[src/rtl/ledser_pkg.sv]
package ledser_pkg;
  typedef enum logic [2:0] {
    S_CLR,
    S_IDLE,
    S_PREP,
    S_FIRST,
    S_SEND,
    S_GAP
  } ledser_st_e;
endpackage

[src/rtl/ledser_ram.sv]
module ledser_ram #(
  parameter int DEPTH = 450,
  parameter int AW    = 9
) (
  input  logic          clk,
  input  logic          we,
  input  logic [AW-1:0] waddr,
  input  logic [7:0]    wdata,
  input  logic          re,
  input  logic [AW-1:0] raddr,
  output logic [7:0]    rdata
);
  logic [7:0] mem [DEPTH];

  always_ff @(posedge clk) begin
    if (we) mem[waddr] <= wdata;
    if (re) rdata <= mem[raddr];
  end
endmodule

[src/rtl/ledser_shaper.sv]
module ledser_shaper #(
  parameter int T_BIT_CYC = 125,
  parameter int T_ZERO_HI = 40,
  parameter int T_ONE_HI  = 80
) (
  input  logic       clk,
  input  logic       rst,
  input  logic       load,
  input  logic [7:0] byte_in,
  output logic       done,
  output logic       active,
  output logic       dout
);
  localparam int PW = $clog2(T_BIT_CYC);
  localparam logic [PW-1:0] P_LAST = PW'(T_BIT_CYC - 1);
  localparam logic [PW-1:0] P_ZERO = PW'(T_ZERO_HI);
  localparam logic [PW-1:0] P_ONE  = PW'(T_ONE_HI);

  logic [PW-1:0] phase;
  logic [2:0]    bitn;
  logic [7:0]    sh;
  logic          hi;

  assign done = active && (phase == P_LAST) && (bitn == 3'd7);
  assign hi   = active && (phase < (sh[7] ? P_ONE : P_ZERO));

  always_ff @(posedge clk) begin
    if (rst) begin
      active <= 1'b0;
      phase  <= '0;
      bitn   <= '0;
      sh     <= '0;
      dout   <= 1'b0;
    end else begin
      dout <= hi;
      if (load) begin
        active <= 1'b1;
        sh     <= byte_in;
        bitn   <= '0;
        phase  <= '0;
      end else if (active) begin
        if (phase == P_LAST) begin
          phase <= '0;
          if (bitn == 3'd7) begin
            active <= 1'b0;
          end else begin
            bitn <= bitn + 3'd1;
            sh   <= {sh[6:0], 1'b0};
          end
        end else begin
          phase <= phase + 1'b1;
        end
      end
    end
  end


  load_slot_chk: assert property (@(posedge clk) disable iff (rst)
    load |-> (!active || done));


  phase_range_chk: assert property (@(posedge clk) disable iff (rst)
    phase <= P_LAST);


  idle_low_chk: assert property (@(posedge clk) disable iff (rst)
    (!active && !$past(active)) |-> !dout);
endmodule

[src/rtl/led_frame_serializer.sv]
module led_frame_serializer
  import ledser_pkg::*;
#(
  parameter int DEPTH     = 450,
  parameter int T_BIT_CYC = 125,
  parameter int T_ZERO_HI = 40,
  parameter int T_ONE_HI  = 80,
  parameter int T_LATCH   = 5000,
  localparam int CW = $clog2(DEPTH + 1)
) (
  input  logic          clk,
  input  logic          rst,
  input  logic          wr_en,
  input  logic [7:0]    wr_byte,
  input  logic          go,
  output logic          led_dout,
  output logic          latch_pull_low,
  output logic [CW-1:0] fill_level
);
  localparam int AW = (DEPTH > 1) ? $clog2(DEPTH) : 1;
  localparam int GW = $clog2(T_LATCH + 1);
  localparam logic [CW-1:0] DEPTH_C = CW'(DEPTH);
  localparam logic [GW-1:0] GAP_LAST = GW'(T_LATCH - 1);

  ledser_st_e    st;
  logic [CW-1:0] cnt, idx, left;
  logic [GW-1:0] gcnt;
  logic          ram_we, ram_re;
  logic [AW-1:0] ram_wa, ram_ra;
  logic [7:0]    ram_wd, ram_q;
  logic          sh_load, sh_done, sh_active;
  logic          take_wr;

  assign fill_level = cnt;
  assign take_wr    = wr_en && !go && (cnt < DEPTH_C);

  ledser_ram #(.DEPTH(DEPTH), .AW(AW)) u_ram (
    .clk(clk), .we(ram_we), .waddr(ram_wa), .wdata(ram_wd),
    .re(ram_re), .raddr(ram_ra), .rdata(ram_q)
  );

  ledser_shaper #(.T_BIT_CYC(T_BIT_CYC), .T_ZERO_HI(T_ZERO_HI), .T_ONE_HI(T_ONE_HI)) u_shp (
    .clk(clk), .rst(rst), .load(sh_load), .byte_in(ram_q),
    .done(sh_done), .active(sh_active), .dout(led_dout)
  );

  always_comb begin
    ram_we  = 1'b0;
    ram_wa  = cnt[AW-1:0];
    ram_wd  = wr_byte;
    ram_re  = 1'b0;
    ram_ra  = idx[AW-1:0];
    sh_load = 1'b0;
    case (st)
      S_CLR: begin
        ram_we = 1'b1;
        ram_wa = idx[AW-1:0];
        ram_wd = 8'h00;
      end
      S_IDLE:  ram_we = take_wr;
      S_PREP:  ram_re = 1'b1;
      S_FIRST: begin
        sh_load = 1'b1;
        ram_re  = (idx < cnt);
      end
      S_SEND: begin
        if (sh_done && (left != '0)) begin
          sh_load = 1'b1;
          ram_re  = (idx < cnt);
        end
      end
      default: ;
    endcase
  end

  always_ff @(posedge clk) begin
    if (rst) begin
      st             <= S_CLR;
      cnt            <= '0;
      idx            <= '0;
      left           <= '0;
      gcnt           <= '0;
      latch_pull_low <= 1'b1;
    end else begin
      case (st)
        S_CLR: begin
          if (idx == DEPTH_C - 1'b1) begin
            cnt <= DEPTH_C;
            idx <= '0;
            st  <= S_PREP;
          end else begin
            idx <= idx + 1'b1;
          end
        end
        S_IDLE: begin
          if (go && (cnt != '0)) begin
            idx            <= '0;
            st             <= S_PREP;
            latch_pull_low <= 1'b1;
          end else if (take_wr) begin
            cnt <= cnt + 1'b1;
          end
        end
        S_PREP: begin
          idx <= idx + 1'b1;
          st  <= S_FIRST;
        end
        S_FIRST: begin
          left <= cnt - 1'b1;
          if (ram_re) idx <= idx + 1'b1;
          st <= S_SEND;
        end
        S_SEND: begin
          if (sh_done) begin
            if (left != '0) begin
              left <= left - 1'b1;
              if (ram_re) idx <= idx + 1'b1;
            end else begin
              gcnt <= '0;
              st   <= S_GAP;
            end
          end
        end
        S_GAP: begin
          if (gcnt == GAP_LAST) begin
            cnt            <= '0;
            latch_pull_low <= 1'b0;
            st             <= S_IDLE;
          end else begin
            gcnt <= gcnt + 1'b1;
          end
        end
        default: st <= S_IDLE;
      endcase
    end
  end


  fill_bound_chk: assert property (@(posedge clk) disable iff (rst)
    fill_level <= DEPTH_C);


  release_empty_chk: assert property (@(posedge clk) disable iff (rst)
    $fell(latch_pull_low) |-> (fill_level == '0));


  busy_fill_chk: assert property (@(posedge clk) disable iff (rst)
    (st == S_PREP || st == S_FIRST || st == S_SEND) |=> $stable(fill_level));


  gap_low_chk: assert property (@(posedge clk) disable iff (rst)
    (st == S_GAP || st == S_IDLE) |-> !led_dout);


  idle_release_chk: assert property (@(posedge clk) disable iff (rst)
    (st == S_IDLE && !(go && fill_level != '0)) |=> !latch_pull_low);


  empty_go_chk: assert property (@(posedge clk) disable iff (rst)
    (st == S_IDLE && go && fill_level == '0) |=> (!latch_pull_low && !led_dout));
endmodule

[config.mk]
export PLATFORM = sky130hd
export DESIGN_NAME = led_frame_serializer
export DESIGN_NICKNAME = d
export VERILOG_FILES = /design/src/rtl/ledser_pkg.sv /design/src/rtl/ledser_ram.sv /design/src/rtl/ledser_shaper.sv /design/src/rtl/led_frame_serializer.sv
export SDC_FILE = /design/constraint.sdc
export NUM_CORES = 2
export LEC_CHECK = 0
export BUFFER_PORTS_ARGS = -buffer_cell sky130_fd_sc_hd__buf_2
export CAP_MARGIN = 20
export CORE_MARGIN = 8
export CORE_UTILIZATION = 45
export CTS_CLUSTER_SIZE = 28
export DETAILED_ROUTE_END_ITERATION = 8
export PLACE_DENSITY = 0.57
export SKIP_LAST_GASP = 1
export SLEW_MARGIN = 20
export SYNTH_ARGS = -nofsm -noshare
export SYNTH_HDL_FRONTEND = slang
export SYNTH_HIERARCHICAL = 1
export SYNTH_SLANG_ARGS = --single-unit
export TNS_END_PERCENT = 50
[constraint.sdc]
create_clock -name clk -period 19.3 [get_ports clk]
set_input_delay 0.965 -clock clk [delete_from_list [all_inputs] [get_ports clk]]
set_output_delay 0.965 -clock clk [all_outputs]
set_load 0.01 [all_outputs]
* Yosys cells after proc, flatten, opt, wreduce, memory -nomap -nowiden
Memory sizes are Yosys's and may differ from the RTL's. A register that Yosys moved wholly into a read port is not among the register bits.
Index checks and enable logic that the tools add are counted.
** Operators by class
- Order comparisons :: 3
- Bitwise gates (word level) :: 1
- Reductions and logical operators :: 27
- Multiplexer cells :: 46
- $add $sub $neg :: 7
- Equal/unequal tests :: 19
** Operators by type and width (number)
- $mux W9 :: 12
- $pmux W9 S5 :: 1
- $mux W8 :: 5
- $mux W13 :: 3
- $pmux W9 S3 :: 1
- $pmux W13 S2 :: 1
- $ne A2 B2 Y1 const B :: 10
- $add A9 B1 Y9 const B :: 2
- $pmux W3 S6 :: 1
- $pmux W9 S2 :: 1
- $reduce_bool A9 Y1 :: 2
- $sub A9 B1 Y9 const B :: 2
- $mux W3 :: 5
- $mux W7 :: 2
- $add A13 B1 Y13 const B :: 1
- $eq A13 B13 Y1 const B :: 1
- $reduce_and A3 Y1 :: 4
- $mux W1 :: 10
- $reduce_and A5 Y1 :: 2
- $reduce_bool A2 Y1 :: 5
- $eq A3 B3 Y1 const B :: 3
- $eq A9 B9 Y1 const B :: 1
- $lt A9 B9 Y1 :: 1
- $lt A9 B9 Y1 const B :: 1
- 16 further kinds :: 26
** Word-level totals
- Memory bits (writable) :: 3600
- Memories :: 1
- Input bits :: 12
- Register bits after elaboration :: 64
** Memory list
- u_ram.mem :: words 450, bits a word 8, rd ports 1, clocked after Yosys merged registers in 1, wr ports 1, RTL line ledser_ram.sv:13 : logic [7:0] mem [DEPTH];

* Logic depth before layout (Yosys ltp)
- Depth in word-level cells :: 10
- Depth in mapped cells :: 15

* Modules after synthesis
The synthesis kept the hierarchy.
** By module, submodules not included
- ledser_ram :: instances 1, area an instance 140094.4 um^2, cells an instance 6323
- led_frame_serializer :: instances 1, area an instance 3215.6 um^2, cells an instance 418
- ledser_shaper :: instances 1, area an instance 1127.3 um^2, cells an instance 127

* Worst setup path before layout
OpenSTA, ideal clock, no wires.
- Path kind :: register to register
- From :: reg st[1]
- To :: mem u_ram.mem[0][6] (data pin)
- Required time :: 16.912 ns
- Stages on the path, launching flop included :: 5
- Path slack :: 5.135 ns
- Arrival time :: 11.777 ns
- Cell sequence :: dfxtp_1 > clkbuf_1 > nor3_1 > clkbuf_1 > nor2b_1
** Between the ends
- Cells in the longest elaborated chain, start to end :: 2
** RTL lines
- from (decl) :: RTL line led_frame_serializer.sv:25 : ledser_st_e st;
- from (signal assigned) :: RTL line led_frame_serializer.sv:78 : st <= S_CLR;
- from (signal assigned) :: RTL line led_frame_serializer.sv:90 : st <= S_PREP;
- from (signal assigned) :: RTL line led_frame_serializer.sv:98 : st <= S_PREP;
- $logic_not A3 Y1 :: RTL line led_frame_serializer.sv:54 : case (st)
- $mux W8 :: RTL line led_frame_serializer.sv:54
- net ram_wd[6] :: RTL line led_frame_serializer.sv:30 : logic [7:0] ram_wd, ram_q;
- to (decl) :: RTL line ledser_ram.sv:13
The timed path passes the listed nets, and every way through them passes these cells.

* Worst setup path after layout
- From :: reg idx[0]
- To :: reg u_ram.rdata[2] (read register of u_ram.mem) (data pin)
** Between the ends
- Cells in the longest elaborated chain, start to end :: 3
** RTL lines
- from (decl) :: RTL line led_frame_serializer.sv:26 : logic [CW-1:0] cnt, idx, left;
- from (signal assigned) :: RTL line led_frame_serializer.sv:92 : idx <= idx + 1'b1;
- from (signal assigned) :: RTL line led_frame_serializer.sv:105 : idx <= idx + 1'b1;
- from (signal assigned) :: RTL line led_frame_serializer.sv:110 : if (ram_re) idx <= idx + 1'b1;
- $lt A9 B9 Y1 :: RTL line led_frame_serializer.sv:64, led_frame_serializer.sv:69
- $mux W1 :: RTL line led_frame_serializer.sv:67 : if (sh_done && (left != '0)) begin
- $pmux W1 S3 :: RTL line led_frame_serializer.sv:54
- to (decl) :: RTL line ledser_ram.sv:11 : output logic [7:0] rdata
Parallel ways exist; a longest one is shown, timed or not.
A chain may end at the register's enable or synchronous reset.

==> results.toml <==
[clock_network]
htreeDepth = 5
clock-root-buffer = "clkbuf_16"
post_cts_buffers = 0
cts_tree = "done"
cts_resized = 0
clk_latency_ns = 0.94
clock_sinks = 3672
cts_buffers = 375
cts_hold_buf = 0
cts_buffer_depth = 4
path_clk_slew_ns = 0.06

[worst_setup_path]
cp_data_required_time_ns = 20.10
crit_family = "buffers and inverters"
cpPeakStageDelay_ns = 0.92
arrival_ns = 7.49
path_class = "flip-flop to flip-flop"
startpoint = "idx[0]$_SDFFE_PP0P_"
cp_num_buf_inv = 4
end_kind = "flip-flop"
crit_top_cell = "buf_4"
crit_chain = "buf_12 -> buf_4 -> buf_4 -> buf_4 -> mux4_2 -> mux2_2 -> o22ai_1 -> a311oi_1 -> o22ai_1 -> o31ai_1 -> a31o_1"
cp_max_fo = 85
r2r-start = "idx[0]$_SDFFE_PP0P_"
start_kind = "flip-flop"
crit_slowest_cell = "o31ai_1"

[drt]
wl_per_cell_microns = 33.79
wirelength_mm = 393.3
ant_nets = 0
vias_per_cell = 6.188
drtIter0Drc = 8614
vias = 72030
firstDrtPassIters = 5
drc_errors = 0

[global_route]
grt_usage_pct = 22.76
grt_pass1_vias = 71500
grt_antenna_before_repair = 20
grt_overflow_total = 0
grt_pass1_wl_mm = 556.0
grt_max_degree = 217

[power_and_ir_drop]
vdd_drop_max_v = 0.00007811
leakage_nw = 49.85
p_per_area_nw_per_um2 = 103.3
total_power_mw = 16.70

[die]
coreArea_sq_um = 320400
top_level_ports = 23
die_y_microns = 582.5
dieArea_sq_um = 339400
row_count = 208
start_util_pct = 45.08
die_x_microns = 582.5

[sta]
tightest_slew_ns = 1.281
period_needed_ns = 6.688
tns_ns = 0
post-route-period-util_pct = 34.65
finalSetupViolCount = 0
slew_viol_final = 0
finClkSkew_ns = 0.04818
slew_headroom_pct = 14.62
finalHoldViolations = 0
fin_ws_ns = 12.61
fmax_mhz = 149.5
grt_setup_unrepaired = "no"
whs_ns = 0.4926

[place]
dp_slack_ns = 12.54
dp_hpwl_mm = 234.3
dpl_cell_area_sq_um = 149300
port_buffers = 22
gp_congestion = 0.8233

[synthesis]
yosysTopAreaCell = "edfxtp_1"
yosys.cell_count.top_type = "edfxtp_1"
synth-async-reset-ratio_pct = 0
ys_types = 99
syn_inst = 6868
synth-seq-cells = 3672
syn_area_sq_um = 144400
synth_flop_cell = "edfxtp_1"
synth.avg_cell_area_sq_um = 21.03
synthTopCellsByCount = "edfxtp_1 (3,608), mux4_2 (945), nor2_1 (556)"
synth_edf_count = 3608
synth.top_cell.area_share_pct = 75.01
yosys_warnings = 6
synth-seq-area-share_pct = 75.90
netlist_top_cells_area = "edfxtp_1 (75%), mux4_2 (15%), nor2_1 (1.4%)"
syn_nets = 6901

[hold_path]
holdCritPathClass = "flip-flop to flip-flop"
min_from = "u_shp/bitn[2]$_SDFFE_PP0P_"

[layout]
final_area_sq_um = 161700
area_delta_synth_final_pct = 11.92
ff_latch_area_sq_um = 109700
final_nets = 7051
n_fill_cell = 25360
multi_input_area_sq_um = 32600
layout-drive-gt1-share_pct = 25.27

[status]
status = "completed"

[job]
max_cap_viol_count = 0
[cell type report]
type	count	share of cell area, %
Inverter	33	0.08436
Clock buffer	457	6.100
Multi-Input combinational cell	2745	20.16
Sequential cell	3672	67.83
Tap cell	4305	3.332
Antenna cell	2	0.003096
Clock inverter	235	1.495
Timing Repair Buffer	191	0.9930
[registers in the layout (all words and copies together) (netlist names), 7 cells and up]
register and count:
u_ram/mem 3600, u_shp/sh 8, u_shp/phase 7, u_ram/rdata 8, gcnt 13, idx 9, fill_level 9, left 9
[cells in the final DEF (no fill, tap or decap), types with 41 or more instances in the layout]
master	instances
clkbuf_16	383
mux4_2	945
edfxtp_1	3608
nand2_1	176
buf_4	150
clkinv_1	72
o21ai_0	86
clkbuf_1	74
clkinv_2	86
o22ai_1	65
mux2_2	55
a211oi_1	46
nor2_1	541
bufinv_16	41
mux2i_1	198
dfxtp_1	56
a21oi_1	63
[worst register-to-register path, stage by stage, from the launching register on]
cell	delay [ns]
dfxtp_4	0.78
buf_12	0.65
buf_4	0.74
buf_4	0.76
buf_4	0.73
mux4_2	0.41
mux2_2	0.14
o22ai_1	0.14
a311oi_1	0.67
o22ai_1	0.38
o31ai_1	0.92
a31o_1	0.23
[cell families (layout without fill, tap and decap cells)]
| kind of cell | after synthesis | count (layout) | share of synthesized area (%) |
|---|---|---|---|
| DFF | 3672 | 3672 | 75.90 |
| buffers and inverters | 451 | 916 | 1.705 |
| adders and majority gates | 21 | 21 | 0.1819 |
| AOI/OAI and AO/OA | 497 | 497 | 2.438 |
| xor gates and xnor gates | 14 | 14 | 0.08489 |
| other | 0 | 2 | 0 |
| muxes | 1199 | 1199 | 16.55 |
| and+or+nand+nor | 1014 | 1014 | 3.141 |
[report_power, final]
group / switching, mW / total, mW / internal [mW]
Sequential: 0.0118 / 8.64 / 8.63
Clock: 3.06 / 7.27 / 4.20
Combinational: 0.452 / 0.799 / 0.347
[per-stage QoR]
stage | cells | util (%)
global placement | 10940 | 46.58
finish | 11640 | 50.46
detailed placement | 10940 | 46.60
CTS | 11630 | 50.43
floorplan | 6868 | -
global route | 11640 | 50.46
[path summary, 6_finish.rpt]
kind | cells past startpoint | slack [ns] | endpoint
setup / recovery | 11 | 12.61 | u_ram/rdata[2]$_DFFE_PP_
hold / removal | 2 | 0.49 | u_shp/bitn[2]$_SDFFE_PP0P_
setup reg to reg | 11 | 12.61 | u_ram/rdata[2]$_DFFE_PP_
hold reg to reg | 2 | 0.49 | u_shp/bitn[2]$_SDFFE_PP0P_
[per-layer routing]
metal / vias to the layer above / wire, microns / track usage, %
li1: 28980 / - / -
met1: 39090 / 163000 / 32.85
met2: 3308 / 184900 / 35.89
met3: 650 / 30980 / 3.629
met4: 0 / 14460 / 7.266
met5: - / 0 / 0
Note: power is estimated with default switching activity, not from simulation.
